**config.mk**
```make
export PLATFORM = sky130hd
export DESIGN_NAME = call_seq_top
export DESIGN_NICKNAME = d
export VERILOG_FILES = /design/src/rtl/cs_pkg.sv /design/src/rtl/cs_ucode.sv /design/src/rtl/cs_mdr.sv /design/src/rtl/call_seq_top.sv
export SDC_FILE = /design/constraint.sdc
export NUM_CORES = 1
export LEC_CHECK = 0
export ABC_AREA = 1
export BUFFER_PORTS_ARGS = -buffer_cell sky130_fd_sc_hd__buf_2
export CORE_ASPECT_RATIO = 2
export CORE_MARGIN = 1
export CORE_UTILIZATION = 63
export CTS_CLUSTER_DIAMETER = 80
export DETAILED_ROUTE_END_ITERATION = 10
export PLACE_DENSITY_LB_ADDON = 0.1
export SKIP_CTS_REPAIR_TIMING = 1
export SKIP_LAST_GASP = 1
export SYNTH_ARGS = -nofsm -noshare
export SYNTH_HDL_FRONTEND = slang
export SYNTH_SLANG_ARGS = --single-unit
```
**constraint.sdc**
```tcl
create_clock -name clk -period 5.1 [get_ports clk]
set_clock_uncertainty 0.1 [all_clocks]
set_input_delay 0.765 -clock clk [delete_from_list [all_inputs] [get_ports clk]]
set_output_delay 0.765 -clock clk [all_outputs]
set_load 0.02 [all_outputs]
```
**src/rtl/cs_pkg.sv**
```systemverilog
package cs_pkg;

  localparam logic [7:0] OPC_CALL_ABS  = 8'h20;
  localparam logic [7:0] OPC_CALL_LONG = 8'h22;
  localparam logic [7:0] OPC_CALL_IND  = 8'hFC;

  typedef enum logic [2:0] {
    CK_OPCODE  = 3'd0,
    CK_OPERAND = 3'd1,
    CK_PUSH    = 3'd2,
    CK_IDLE    = 3'd3,
    CK_READ    = 3'd4
  } cyc_kind_e;

  typedef enum logic [2:0] {
    AS_NONE, AS_PC, AS_STACK, AS_PTR, AS_PTR1
  } addr_sel_e;

  typedef enum logic [2:0] {
    RD_NONE, RD_OP, RD_LO, RD_HI, RD_BK, RD_TLO
  } rd_dst_e;

  typedef enum logic [1:0] {
    PS_NONE, PS_PB, PS_PCH, PS_PCL
  } push_sel_e;

  typedef enum logic [1:0] {
    LD_NONE, LD_ABS, LD_LONG, LD_IND
  } load_e;

  typedef struct packed {
    cyc_kind_e kind;
    addr_sel_e asel;
    rd_dst_e   dst;
    push_sel_e psel;
    logic      pc_inc;
    logic      mk_ptr;
    load_e     load;
    logic      last;
  } uop_t;

endpackage

```
**src/rtl/cs_ucode.sv**
```systemverilog
module cs_ucode
  import cs_pkg::*;
#(
  parameter int DW = 8,
  parameter int CW = 3
) (
  input  logic [CW-1:0] cyc,
  input  logic [DW-1:0] op,
  output uop_t          uop
);

  function automatic uop_t mk(cyc_kind_e k, addr_sel_e a, rd_dst_e d,
                              push_sel_e p, logic inc, logic ptr,
                              load_e ld, logic fin);
    uop_t u;
    u.kind   = k;
    u.asel   = a;
    u.dst    = d;
    u.psel   = p;
    u.pc_inc = inc;
    u.mk_ptr = ptr;
    u.load   = ld;
    u.last   = fin;
    return u;
  endfunction

  localparam uop_t U_IDLE = '{kind: CK_IDLE, asel: AS_NONE, dst: RD_NONE,
                              psel: PS_NONE, pc_inc: 1'b0, mk_ptr: 1'b0,
                              load: LD_NONE, last: 1'b0};

  always_comb begin
    uop = U_IDLE;
    if (cyc == '0) begin
      uop = mk(CK_OPCODE, AS_PC, RD_OP, PS_NONE, 1'b1, 1'b0, LD_NONE, 1'b0);
    end else if (op == DW'(OPC_CALL_ABS)) begin
      unique case (cyc)
        CW'(1): uop = mk(CK_OPERAND, AS_PC, RD_LO, PS_NONE, 1'b1, 1'b0, LD_NONE, 1'b0);
        CW'(2): uop = mk(CK_OPERAND, AS_PC, RD_HI, PS_NONE, 1'b0, 1'b0, LD_NONE, 1'b0);
        CW'(3): uop = U_IDLE;
        CW'(4): uop = mk(CK_PUSH, AS_STACK, RD_NONE, PS_PCH, 1'b0, 1'b0, LD_NONE, 1'b0);
        CW'(5): uop = mk(CK_PUSH, AS_STACK, RD_NONE, PS_PCL, 1'b0, 1'b0, LD_ABS, 1'b1);
        default: uop = mk(CK_IDLE, AS_NONE, RD_NONE, PS_NONE, 1'b0, 1'b0, LD_NONE, 1'b1);
      endcase
    end else if (op == DW'(OPC_CALL_LONG)) begin
      unique case (cyc)
        CW'(1): uop = mk(CK_OPERAND, AS_PC, RD_LO, PS_NONE, 1'b1, 1'b0, LD_NONE, 1'b0);
        CW'(2): uop = mk(CK_OPERAND, AS_PC, RD_HI, PS_NONE, 1'b1, 1'b0, LD_NONE, 1'b0);
        CW'(3): uop = mk(CK_PUSH, AS_STACK, RD_NONE, PS_PB, 1'b0, 1'b0, LD_NONE, 1'b0);
        CW'(4): uop = U_IDLE;
        CW'(5): uop = mk(CK_OPERAND, AS_PC, RD_BK, PS_NONE, 1'b0, 1'b0, LD_NONE, 1'b0);
        CW'(6): uop = mk(CK_PUSH, AS_STACK, RD_NONE, PS_PCH, 1'b0, 1'b0, LD_NONE, 1'b0);
        CW'(7): uop = mk(CK_PUSH, AS_STACK, RD_NONE, PS_PCL, 1'b0, 1'b0, LD_LONG, 1'b1);
        default: uop = mk(CK_IDLE, AS_NONE, RD_NONE, PS_NONE, 1'b0, 1'b0, LD_NONE, 1'b1);
      endcase
    end else if (op == DW'(OPC_CALL_IND)) begin
      unique case (cyc)
        CW'(1): uop = mk(CK_OPERAND, AS_PC, RD_LO, PS_NONE, 1'b1, 1'b0, LD_NONE, 1'b0);
        CW'(2): uop = mk(CK_PUSH, AS_STACK, RD_NONE, PS_PCH, 1'b0, 1'b0, LD_NONE, 1'b0);
        CW'(3): uop = mk(CK_PUSH, AS_STACK, RD_NONE, PS_PCL, 1'b0, 1'b0, LD_NONE, 1'b0);
        CW'(4): uop = mk(CK_OPERAND, AS_PC, RD_HI, PS_NONE, 1'b0, 1'b0, LD_NONE, 1'b0);
        CW'(5): uop = mk(CK_IDLE, AS_NONE, RD_NONE, PS_NONE, 1'b0, 1'b1, LD_NONE, 1'b0);
        CW'(6): uop = mk(CK_READ, AS_PTR, RD_TLO, PS_NONE, 1'b0, 1'b0, LD_NONE, 1'b0);
        CW'(7): uop = mk(CK_READ, AS_PTR1, RD_NONE, PS_NONE, 1'b0, 1'b0, LD_IND, 1'b1);
        default: uop = mk(CK_IDLE, AS_NONE, RD_NONE, PS_NONE, 1'b0, 1'b0, LD_NONE, 1'b1);
      endcase
    end else begin
      // unsupported opcode: one idle cycle, then done
      uop = mk(CK_IDLE, AS_NONE, RD_NONE, PS_NONE, 1'b0, 1'b0, LD_NONE, 1'b1);
    end
  end

endmodule

```
**src/rtl/cs_mdr.sv**
```systemverilog
module cs_mdr #(
  parameter int DW = 8
) (
  input  logic          clk,
  input  logic          rst,
  input  logic          rd_en,
  input  logic          wr_en,
  input  logic          mapped,
  input  logic [DW-1:0] rdata,
  input  logic [DW-1:0] wdata,
  output logic [DW-1:0] din,
  output logic [DW-1:0] mdr
);

  // byte seen by the core: memory when mapped, stale latch otherwise
  assign din = mapped ? rdata : mdr;

  always_ff @(posedge clk) begin
    if (rst) begin
      mdr <= '0;
    end else if (wr_en) begin
      mdr <= wdata;
    end else if (rd_en) begin
      mdr <= din;
    end
  end

  assert_mdr_capture_R2: assert property (@(posedge clk) disable iff (rst)
    (rd_en && mapped && !wr_en) |=> (mdr == $past(rdata)));

  assert_mdr_push_R2: assert property (@(posedge clk) disable iff (rst)
    wr_en |=> (mdr == $past(wdata)));

  assert_mdr_openbus_R3: assert property (@(posedge clk) disable iff (rst)
    (rd_en && !mapped && !wr_en) |=> $stable(mdr));

  assert_mdr_quiet_R3: assert property (@(posedge clk) disable iff (rst)
    (!rd_en && !wr_en) |=> $stable(mdr));

endmodule

```
**src/rtl/call_seq_top.sv**
```systemverilog
module call_seq_top
  import cs_pkg::*;
#(
  parameter int            DW       = 8,
  parameter logic [DW-1:0] RESET_PB = '0,
  parameter logic [2*DW-1:0] RESET_PC = '0,
  parameter logic [2*DW-1:0] RESET_SP = {{DW{1'b0}}, {DW{1'b1}}}
) (
  input  logic              clk,
  input  logic              rst,
  input  logic [2*DW-1:0]   x_idx,
  output logic [3*DW-1:0]   bus_addr,
  output logic              bus_rd,
  output logic              bus_wr,
  output logic [DW-1:0]     bus_wdata,
  input  logic [DW-1:0]     bus_rdata,
  input  logic              bus_mapped,
  output logic [2*DW-1:0]   pc_q,
  output logic [DW-1:0]     pb_q,
  output logic [2*DW-1:0]   sp_q,
  output logic [DW-1:0]     mdr_q,
  output logic [2:0]        cyc_cnt,
  output logic [2:0]        cyc_type
);

  localparam int PW = 2 * DW;
  localparam int AW = 3 * DW;
  localparam int CW = 3;

  uop_t            uop;
  logic [DW-1:0]   din;
  logic [DW-1:0]   op_q, lo_q, hi_q, bk_q, tlo_q;
  logic [PW-1:0]   ptr_q;
  logic [CW-1:0]   cyc_q;

  cs_ucode #(.DW(DW), .CW(CW)) u_dec (
    .cyc (cyc_q),
    .op  (op_q),
    .uop (uop)
  );

  cs_mdr #(.DW(DW)) u_latch (
    .clk    (clk),
    .rst    (rst),
    .rd_en  (bus_rd),
    .wr_en  (bus_wr),
    .mapped (bus_mapped),
    .rdata  (bus_rdata),
    .wdata  (bus_wdata),
    .din    (din),
    .mdr    (mdr_q)
  );

  always_comb begin
    unique case (uop.asel)
      AS_PC:    bus_addr = {pb_q, pc_q};
      AS_STACK: bus_addr = {{DW{1'b0}}, sp_q};
      AS_PTR:   bus_addr = {pb_q, ptr_q};
      AS_PTR1:  bus_addr = {pb_q, ptr_q + PW'(1)};
      default:  bus_addr = '0;
    endcase
  end

  always_comb begin
    unique case (uop.psel)
      PS_PB:   bus_wdata = pb_q;
      PS_PCH:  bus_wdata = pc_q[PW-1:DW];
      PS_PCL:  bus_wdata = pc_q[DW-1:0];
      default: bus_wdata = '0;
    endcase
  end

  assign bus_rd   = (uop.kind == CK_OPCODE) || (uop.kind == CK_OPERAND) ||
                    (uop.kind == CK_READ);
  assign bus_wr   = (uop.kind == CK_PUSH);
  assign cyc_type = uop.kind;
  assign cyc_cnt  = cyc_q;

  always_ff @(posedge clk) begin
    if (rst) begin
      pc_q  <= RESET_PC;
      pb_q  <= RESET_PB;
      sp_q  <= RESET_SP;
      cyc_q <= '0;
      op_q  <= '0;
      lo_q  <= '0;
      hi_q  <= '0;
      bk_q  <= '0;
      tlo_q <= '0;
      ptr_q <= '0;
    end else begin
      cyc_q <= uop.last ? '0 : cyc_q + CW'(1);
      if (uop.pc_inc) pc_q <= pc_q + PW'(1);
      if (bus_wr)     sp_q <= sp_q - PW'(1);
      unique case (uop.dst)
        RD_OP:   op_q  <= din;
        RD_LO:   lo_q  <= din;
        RD_HI:   hi_q  <= din;
        RD_BK:   bk_q  <= din;
        RD_TLO:  tlo_q <= din;
        default: ;
      endcase
      if (uop.mk_ptr) ptr_q <= {hi_q, lo_q} + x_idx;
      unique case (uop.load)
        LD_ABS:  pc_q <= {hi_q, lo_q};
        LD_LONG: begin
          pc_q <= {hi_q, lo_q};
          pb_q <= bk_q;
        end
        LD_IND:  pc_q <= {din, tlo_q};
        default: ;
      endcase
    end
  end

  assert_first_opcode_R1: assert property (@(posedge clk) disable iff (rst)
    (cyc_cnt == 3'd0) |-> (cyc_type == 3'd0 && bus_rd && bus_addr == {pb_q, pc_q}));

  assert_two_cycle_min_R9: assert property (@(posedge clk) disable iff (rst)
    (cyc_cnt == 3'd0) |=> (cyc_cnt == 3'd1));

  assert_idle_no_strobe_R3: assert property (@(posedge clk) disable iff (rst)
    (cyc_type == 3'd3) |-> (!bus_rd && !bus_wr));

  assert_strobe_excl_R10: assert property (@(posedge clk) disable iff (rst)
    !(bus_rd && bus_wr));

  assert_push_sp_step_R7: assert property (@(posedge clk) disable iff (rst)
    bus_wr |=> (sp_q == $past(sp_q) - PW'(1)));

  assert_push_bank0_R7: assert property (@(posedge clk) disable iff (rst)
    bus_wr |-> (bus_addr[AW-1:PW] == '0 && bus_addr[PW-1:0] == sp_q));

  assert_sp_hold_R7: assert property (@(posedge clk) disable iff (rst)
    !bus_wr |=> $stable(sp_q));

endmodule

```
==> results of run 1 <==
[power breakdown]
| part | total [W] | switching [W] | internal (W) | leakage (nW) |
|---|---|---|---|---|
| Sequential | 0.00119 | 0.000223 | 0.000966 | 0.870 |
| Clock | 0.000685 | 0.000348 | 0.000337 | 0.129 |
| Combinational | 0.00189 | 0.00136 | 0.000534 | 3.12 |
| Total | 0.00377 | 0.00193 | 0.00184 | 4.12 |
[worst paths after layout]
kind	start	endpoint	slack, ps	depth (start not counted)
min	tlo_q[4]	tlo_q[4]	350	2
min reg2reg	tlo_q[4]	tlo_q[4]	350	2
max	cyc_cnt[0]	bus_addr[21]	850	11
max reg2reg	cyc_cnt[0]	pc_q[11]	1180	17
[kinds of logic after synthesis]
logic type | after synthesis | synth area share
simple gates | 553 | 0.342
compound gates | 242 | 0.173
buf+inv | 209 | 0.113
flops | 107 | 0.277
xor+xnor | 42 | 0.0476
fa+ha+maj | 28 | 0.0464
[stage by stage]
| step | area [µm²] | util | hold slack [ps] |
|---|---|---|---|
| finish | 8510 | 0.718 | 354 |
| global route | 8510 | 0.718 | 369 |
| CTS | 8510 | 0.718 | 351 |
| detailed placement | 8230 | 0.695 | 340 |
| global placement | 8230 | 0.695 | 335 |
| floorplan | 7720 | - | 325 |
[cell type report]
| type | instances | area [µm²] |
|---|---|---|
| Clock buffer | 10 | 229 |
| Tap cell | 145 | 181 |
| Timing Repair Buffer | 118 | 601 |
| Clock inverter | 6 | 50.0 |
| Sequential cell | 107 | 2140 |
| Multi-Input combinational cell | 865 | 4700 |
| Fill cell | 1089 | 3330 |
| Inverter | 157 | 601 |
[cells in the mapped netlist, drive strengths merged]
library cell | instances | share of area
nand3b | 3 | 0.0045
a21oi | 91 | 0.063
o31ai | 1 | 0.00097
nand3 | 110 | 0.076
o211ai | 5 | 0.0055
fa | 1 | 0.0026
o21ai | 118 | 0.078
a211oi | 2 | 0.0019
clkbuf | 23 | 0.011
nor2 | 120 | 0.069
buf | 29 | 0.024
dfxtp | 107 | 0.28
o21bai | 3 | 0.0029
xor2 | 29 | 0.033
and2 | 1 | 0.00081
or2 | 1 | 0.00081
nor4 | 5 | 0.0041
a31oi | 6 | 0.0049
a21o | 4 | 0.0039
nand2 | 237 | 0.12
nor3 | 17 | 0.012
clkinv | 2 | 0.0018
xnor2 | 13 | 0.015
a221oi | 1 | 0.0011
ha | 27 | 0.044
inv | 155 | 0.076
o21a | 2 | 0.0019
a21boi | 9 | 0.0088
nand4 | 59 | 0.050
[metal layers]
layer	track usage	routed length (µm)	part of all wire	vias up
li1	-	-	-	4079
met1	0.390	8630	0.34	3856
met2	0.737	13300	0.52	388
met3	0.0464	1500	0.059	136
met4	0.336	2290	0.089	0
met5	0	0	0	-
[worst register-to-register path: stages, from the launching register on]
cell and delay (ps):
dfxtp_1 370, inv_1 100, ha_1 220, inv_2 60, nor2_4 290, inv_2 230, nand2_2 170, nand2_2 80
o21ai_0 170, ha_1 580, inv_1 450, nor2_1 200, nand2_1 60, buf_4 200, inv_1 270, nor2_1 80
o21ai_0 80, a21oi_1 80
[registers in the layout, summed over array words and instances (netlist names)]
signal       count
tlo_q            8
pc_q            16
lo_q             8
pb_q             8
u_latch.mdr      8
op_q             8
ptr_q           16
bk_q             8
hi_q             8
cyc_cnt          3
sp_q            16
==> impl_metrics.env, run 1 <==
export IMPL_clockBufferDepth=2
export IMPL_synth_distinct_cells=47
export IMPL_grt_total_usage=0.402
export IMPL_clkTransAtPathRegs_ps=80
export IMPL_nets=1313
export IMPL_cts_root_buf="clkbuf_16"
export IMPL_clock_latency_ps=360
export IMPL_clkSinkCount=107
export IMPL_slowest_stage="nor2_4"
export IMPL_worst_path_max_fanout=33
export IMPL_grt_pass1_vias=7644
export IMPL_syn_to_final_growth_pct=10.2
export IMPL_drcViolationCount=0
export IMPL_antennaDiodeCount=0
export IMPL_critPathBufInv=5
export IMPL_antenna_found_initial=0
export IMPL_viasPerCell=6.01
export IMPL_max_freq_ghz=0.235
export IMPL_drive_above_1_share=0.169
export IMPL_min_period_ps=4250
export IMPL_dp_cells=1392
export IMPL_ys_ff_latch=107
export IMPL_drtAntennaViolNets=0
export IMPL_numCtsBuffers=9
export IMPL_fin_setup_tns_ps=0
export IMPL_cts_tree="yes"
export IMPL_die_width_um=80.3
export IMPL_totalWireLength_mm=25.7
export IMPL_final_cell_mix="nand2_1, inv_1, buf_2"
export IMPL_dieArea_mm2=0.0127
export IMPL_hold_viol=0
export IMPL_powerDensity_mw_per_mm2=443
export IMPL_first_iter_violations=714
export IMPL_fin_crit_sh=0.834
export IMPL_place_hpwl_mm=19.5
export IMPL_max_vdd_ir_drop_mv=0.359
export IMPL_grt_pass1_wl_mm=38.2
export IMPL_gp_congestion=1.03
export IMPL_core_rowCount=56
export IMPL_core_area_mm2=0.0118
export IMPL_yosysWarnings=0
export IMPL_vias=8459
export IMPL_worst_setup_path_end_kind="output pin"
export IMPL_syn_instance_count=1181
export IMPL_dp_slack_ps=1240
export IMPL_fin_ws_ps=848
export IMPL_layout_commonest_cell="nand2_1"
export IMPL_htreeDepth=3
export IMPL_startpoint_type="register"
export IMPL_arrival_ps=3390
export IMPL_setup_violations=0
export IMPL_cp_top_family="simple AND/OR/NAND/NOR gates"
export IMPL_path_class="reg -> out"
export IMPL_worst_slew_pin_slew_ps=1120
export IMPL_boundaryPins=115
export IMPL_rsz0062_at_grt="false"
export IMPL_fin_total_pwr_w=0.00377
export IMPL_grt_max_degree=56
export IMPL_dr_pass1_iters=6
export IMPL_synth_fp_nets=1236
export IMPL_max_slew_margin_rel=0.248
export IMPL_port_buffers=114
export IMPL_initial_core_util=0.652
export IMPL_wl_per_cell_um=18.2
export IMPL_synth_cell_area_mm2=0.00772
export IMPL_die_height_um=159
export IMPL_p_leak_nw=4.12
export IMPL_crit_path_max_incr_delay_ps=550
export IMPL_syn_avg_cell_area_um2=6.54
export IMPL_hp_class="reg -> reg"
export IMPL_seq_area_frac_synth=0.277
export IMPL_path_cells="inv_1 -> ha_1 -> inv_2 -> nor2_4 -> inv_2 -> o21ai_1 -> nor2_4 -> nor2_4 -> inv_2 -> a21boi_0 -> buf_2"
export IMPL_drv_slew=0
export IMPL_drv_cap=0
export IMPL_outcome="complete, no violations"
export IMPL_finalNonFillerCells=1408
export IMPL_grt_ovfl_total=0
export IMPL_cp_required_ps=4240
Power figures use the tool's default switching activity.
==> run 2: changes to the inputs <==
--- a/config.mk
+++ b/config.mk
@@ -9,7 +9,7 @@
 export BUFFER_PORTS_ARGS = -buffer_cell sky130_fd_sc_hd__buf_2
 export CORE_ASPECT_RATIO = 2
 export CORE_MARGIN = 1
-export CORE_UTILIZATION = 63
+export CORE_UTILIZATION = 58
 export CTS_CLUSTER_DIAMETER = 80
 export DETAILED_ROUTE_END_ITERATION = 10
 export PLACE_DENSITY_LB_ADDON = 0.1
==> constraint.sdc (replaced) <==
create_clock -name clk -period 4.3 [get_ports clk]
set_clock_uncertainty 0.1 [all_clocks]
set_input_delay 0.645 -clock clk [delete_from_list [all_inputs] [get_ports clk]]
set_output_delay 0.645 -clock clk [all_outputs]
set_load 0.02 [all_outputs]
==> impl_metrics.env, run 2 (synthesis gave the netlist of run 1 again) <==
export IMPL_wl_per_cell_um=18.4
export IMPL_fin_total_pwr_w=0.00455
export IMPL_max_freq_ghz=0.250
export IMPL_first_iter_violations=577
export IMPL_path_class="reg -> out"
export IMPL_finalNonFillerCells=1421
export IMPL_core_area_mm2=0.0130
export IMPL_clkTransAtPathRegs_ps=80
export IMPL_dr_pass1_iters=6
export IMPL_outcome="complete, no violations"
export IMPL_r2r_cells=16
export IMPL_final_util=0.661
export IMPL_worst_slew_pin_slew_ps=1320
export IMPL_cts_root_buf="clkbuf_16"
export IMPL_cp_required_ps=3560
export IMPL_multiInputGateArea_mm2=0.00470
export IMPL_worst_setup_path_end_kind="output pin"
export IMPL_holdPathEnd="tlo_q[0]"
export IMPL_nets=1319
export IMPL_seqCellArea_mm2=0.00214
export IMPL_clkSinkCount=107
export IMPL_startpoint_type="register"
export IMPL_layout_commonest_cell="nand2_1"
export IMPL_powerDensity_mw_per_mm2=529
export IMPL_grt_pass1_vias=7787
export IMPL_min_period_ps=4010
export IMPL_worstHoldPathCells=2
export IMPL_place_hpwl_mm=19.7
export IMPL_core_rowCount=59
export IMPL_cts_tree="yes"
export IMPL_grt_pass1_wl_mm=40.0
export IMPL_dieArea_mm2=0.0138
export IMPL_rsz0062_at_grt="false"
export IMPL_syn_to_final_growth_pct=11.3
export IMPL_grt_ovfl_total=0
export IMPL_arrival_ps=3260
export IMPL_r2r_start="cyc_cnt[0]"
export IMPL_grt_max_degree=79
export IMPL_wl_met1_mm=9.01
export IMPL_vias=8488
export IMPL_drcViolationCount=0
export IMPL_fin_setup_tns_ps=0
export IMPL_largestRegisters="pc_q: 16 flops, ptr_q: 16 flops, sp_q: 16 flops"
export IMPL_antennaDiodeCount=0
export IMPL_port_buffers=114
export IMPL_p_leak_nw=4.17
export IMPL_dp_cells=1405
export IMPL_setup_violations=0
export IMPL_htreeDepth=3
export IMPL_max_vdd_ir_drop_mv=0.483
export IMPL_drive_above_1_share=0.174
export IMPL_top_layer_used="met4"
export IMPL_antenna_found_initial=0
export IMPL_fin_ws_ps=294
export IMPL_worst_path_max_fanout=34
export IMPL_regToRegEndpoint="pc_q[3]"
export IMPL_clockBufferDepth=2
export IMPL_viasPerCell=5.97
export IMPL_r2r_slack_ps=800
export IMPL_hold_viol=0
export IMPL_totalWireLength_mm=26.1
export IMPL_dp_slack_ps=765
export IMPL_met2_wirelength_mm=13.5
export IMPL_drv_slew=0
export IMPL_hp_class="reg -> reg"
export IMPL_fillCellCount=1272
export IMPL_hp_start="tlo_q[0]"
export IMPL_die_width_um=83.6
export IMPL_clock_latency_ps=360
export IMPL_fin_crit_sh=0.932
export IMPL_boundaryPins=115
export IMPL_met3_length_mm=1.48
export IMPL_final_cell_mix="nand2_1, inv_1, buf_2"
export IMPL_drv_cap=0
export IMPL_numCtsBuffers=9
export IMPL_gp_congestion=1.15
export IMPL_initial_core_util=0.594
export IMPL_drtAntennaViolNets=0
export IMPL_max_slew_margin_rel=0.114
export IMPL_grt_total_usage=0.376
export IMPL_die_height_um=165
==> run 2: worst max-delay path by stage <==
stage	startpoint	endpoint	slack, ps	cells after the start
after floorplan	cyc_cnt[0]	bus_addr[16]	1430	8
after global placement	cyc_cnt[0]	bus_addr[0]	880	12
after detailed placement	cyc_cnt[0]	bus_addr[4]	760	12
after CTS	cyc_cnt[0]	bus_addr[4]	370	12
after global routing	cyc_cnt[0]	bus_addr[8]	60	12
final	cyc_cnt[0]	bus_addr[4]	290	12
==> run 2: area by class of cell <==
class	instances	area share
clock buffers	9	0.0262
clock inverters	7	0.00976
well taps	152	0.0221
flip-flops and latches	107	0.249
repair buffers	124	0.0752
multi-input cells	865	0.547
inverters	157	0.0699
==> run 2: power breakdown <==
group	internal, W	switching (W)
clock network	0.000417	0.000441
registers	0.00115	0.000260
logic	0.000656	0.00163
total	0.00222	0.00233
==> run 2: metal layers <==
metal  track usage  up-vias
met2         0.683      380
met1         0.390     3909
met5             0        -
met4         0.292        0
met3        0.0437      118
li1              -     4081
==> run 2: worst max-delay path, stage by stage, from the launching register on <==
cell	delay, ps
dfxtp_1	440
inv_1	90
ha_1	250
inv_2	80
nor2_4	70
inv_2	320
nand2_1	180
inv_1	100
nand2_2	360
inv_2	530
nand4_1	160
nand4_1	120
buf_2	170
==> run 2: per-stage QoR <==
stage | hold slack, ps | instance area (µm²)
after detailed placement | 348 | 8280
final | 359 | 8590
after CTS | 360 | 8590
after global routing | 387 | 8590
after global placement | 343 | 8280
after floorplan | 325 | 7720
==> run 3: changes to the inputs <==
--- a/config.mk
+++ b/config.mk
@@ -7,7 +7,7 @@
 export LEC_CHECK = 0
 export ABC_AREA = 1
 export BUFFER_PORTS_ARGS = -buffer_cell sky130_fd_sc_hd__buf_2
-export CORE_ASPECT_RATIO = 2
+export CORE_ASPECT_RATIO = 0.9
 export CORE_MARGIN = 1
 export CORE_UTILIZATION = 58
 export CTS_CLUSTER_DIAMETER = 80
==> impl_metrics.env, run 3 (synthesis gave the netlist of run 1 again) <==
export IMPL_layout_commonest_cell="nand2_1"
export IMPL_drv_cap=0
export IMPL_numCtsBuffers=9
export IMPL_setup_violations=0
export IMPL_fin_setup_tns_ps=0
export IMPL_r2r_cells=17
export IMPL_min_period_ps=3960
export IMPL_fin_crit_sh=0.920
export IMPL_viasPerCell=5.66
export IMPL_antenna_found_initial=0
export IMPL_dr_pass1_iters=5
export IMPL_startpoint_type="register"
export IMPL_drive_above_1_share=0.173
export IMPL_wl_per_cell_um=16.3
export IMPL_place_hpwl_mm=17.6
export IMPL_cp_required_ps=3560
export IMPL_power_share_sequential=0.310
export IMPL_grt_met1_usage=0.459
export IMPL_largestRegisters="pc_q: 16 flops, ptr_q: 16 flops, sp_q: 16 flops"
export IMPL_grt_total_usage=0.345
export IMPL_finalNonFillerCells=1431
export IMPL_dp_cells=1416
export IMPL_stdcell_area_mm2=0.00859
export IMPL_cts_root_buf="clkbuf_16"
export IMPL_worst_slew_pin_slew_ps=824
export IMPL_r2r_start="cyc_cnt[0]"
export IMPL_die_height_um=111
export IMPL_dpl_cell_area_mm2=0.00830
export IMPL_hold_ws_ps=349
export IMPL_hold_viol=0
export IMPL_initial_core_util=0.602
export IMPL_htreeDepth=3
export IMPL_path_class="reg -> out"
export IMPL_final_util=0.669
export IMPL_totalWireLength_mm=23.3
export IMPL_switching_share=0.502
export IMPL_cts_tree="yes"
export IMPL_core_rowCount=39
export IMPL_max_vdd_ir_drop_mv=0.538
export IMPL_arrival_ps=3210
export IMPL_r2r_slack_ps=790
export IMPL_first_iter_violations=995
export IMPL_regToRegEndpoint="pc_q[11]"
export IMPL_powerDensity_mw_per_mm2=524
export IMPL_clkTransAtPathRegs_ps=70
export IMPL_multiInputGateArea_mm2=0.00470
export IMPL_p_switching_w=0.00226
export IMPL_drtAntennaViolNets=0
export IMPL_gp_congestion=0.964
export IMPL_drv_slew=0
export IMPL_max_slew_margin_rel=0.450
export IMPL_hp_start="tlo_q[3]"
export IMPL_syn_to_final_growth_pct=11.3
export IMPL_comb_power_share=0.503
export IMPL_antennaDiodeCount=0
export IMPL_grt_pass1_wl_mm=37.0
export IMPL_core_area_mm2=0.0128
export IMPL_grt_max_degree=57
export IMPL_final_cell_mix="nand2_1, inv_1, buf_2"
export IMPL_drcViolationCount=0
export IMPL_worst_setup_path_end_kind="output pin"
export IMPL_fillCellCount=1205
export IMPL_worst_path_max_fanout=32
export IMPL_clkSinkCount=107
export IMPL_seqCellArea_mm2=0.00214
export IMPL_p_leak_nw=4.16
export IMPL_worstHoldPathCells=2
export IMPL_gr_max_usage_layer="met2"
export IMPL_gr_usage_met3=0.0702
export IMPL_hp_class="reg -> reg"
export IMPL_boundaryPins=115
export IMPL_port_buffers=114
export IMPL_clock_latency_ps=360
export IMPL_vias=8104
export IMPL_grt_ovfl_total=0
export IMPL_rsz0062_at_grt="false"
export IMPL_max_freq_ghz=0.253
export IMPL_dieArea_mm2=0.0138
export IMPL_holdPathEnd="tlo_q[3]"
export IMPL_nets=1318
export IMPL_die_width_um=124
export IMPL_use_met2=0.548
export IMPL_outcome="complete, no violations"
export IMPL_clockBufferDepth=2
export IMPL_cell_internal_pwr_w=0.00225
export IMPL_power_share_clock=0.187
export IMPL_grt_pass1_vias=7246
run 3: critical path: stages (launching register included):
cell and delay (ps):
dfxtp_1 370, inv_1 100, ha_1 220, inv_2 60
nor2_4 280, inv_2 220, nand2_2 180, nor2_4 130
nor2_4 560, inv_2 210, o21ai_0 200, nand2_1 70
nand3_1 80, buf_2 170
run 3: worst max path at each step:
stage / cells after the start / endpoint / slack (ps) / startpoint
6_report: 13 / bus_addr[0] / 340 / cyc_cnt[0]
5_1_grt: 13 / bus_addr[0] / 20 / cyc_cnt[0]
4_1_cts: 13 / bus_addr[0] / 370 / cyc_cnt[0]
3_5_place_dp: 13 / bus_addr[0] / 760 / cyc_cnt[0]
3_3_place_gp: 13 / bus_addr[0] / 810 / cyc_cnt[0]
2_1_floorplan: 8 / bus_addr[16] / 1430 / cyc_cnt[0]
run 3: layout make-up:
type,instances,area share
clock buffers,9,0.0262
repair buffers,123,0.0757
clock inverters,6,0.00757
well taps,164,0.0239
multi-input cells,865,0.547
flip-flops and latches,107,0.249
inverters,157,0.0699
run 3: stage by stage:
stage               setup slack, ps  total power, W
floorplan                      1430         0.00309
global placement                809         0.00361
detailed placement              759         0.00363
CTS                             368         0.00446
global route                   22.0         0.00479
finish                          343         0.00450
run 3: metal layers:
layer	vias to the layer above	wire (µm)
li1	4081	-
met1	3649	10400
met2	329	10600
met3	45	1730
met4	0	594
met5	-	0
run 3: power groups by stage:
| stage | Combinational [W] | Sequential [W] | Clock (W) |
|---|---|---|---|
| after floorplan | 0.00166 | 0.00143 | 0 |
| after global placement | 0.00220 | 0.00140 | 0 |
| after detailed placement | 0.00223 | 0.00140 | 0 |
| after CTS | 0.00223 | 0.00138 | 0.000848 |
| after global routing | 0.00250 | 0.00141 | 0.000884 |
| final | 0.00227 | 0.00140 | 0.000842 |
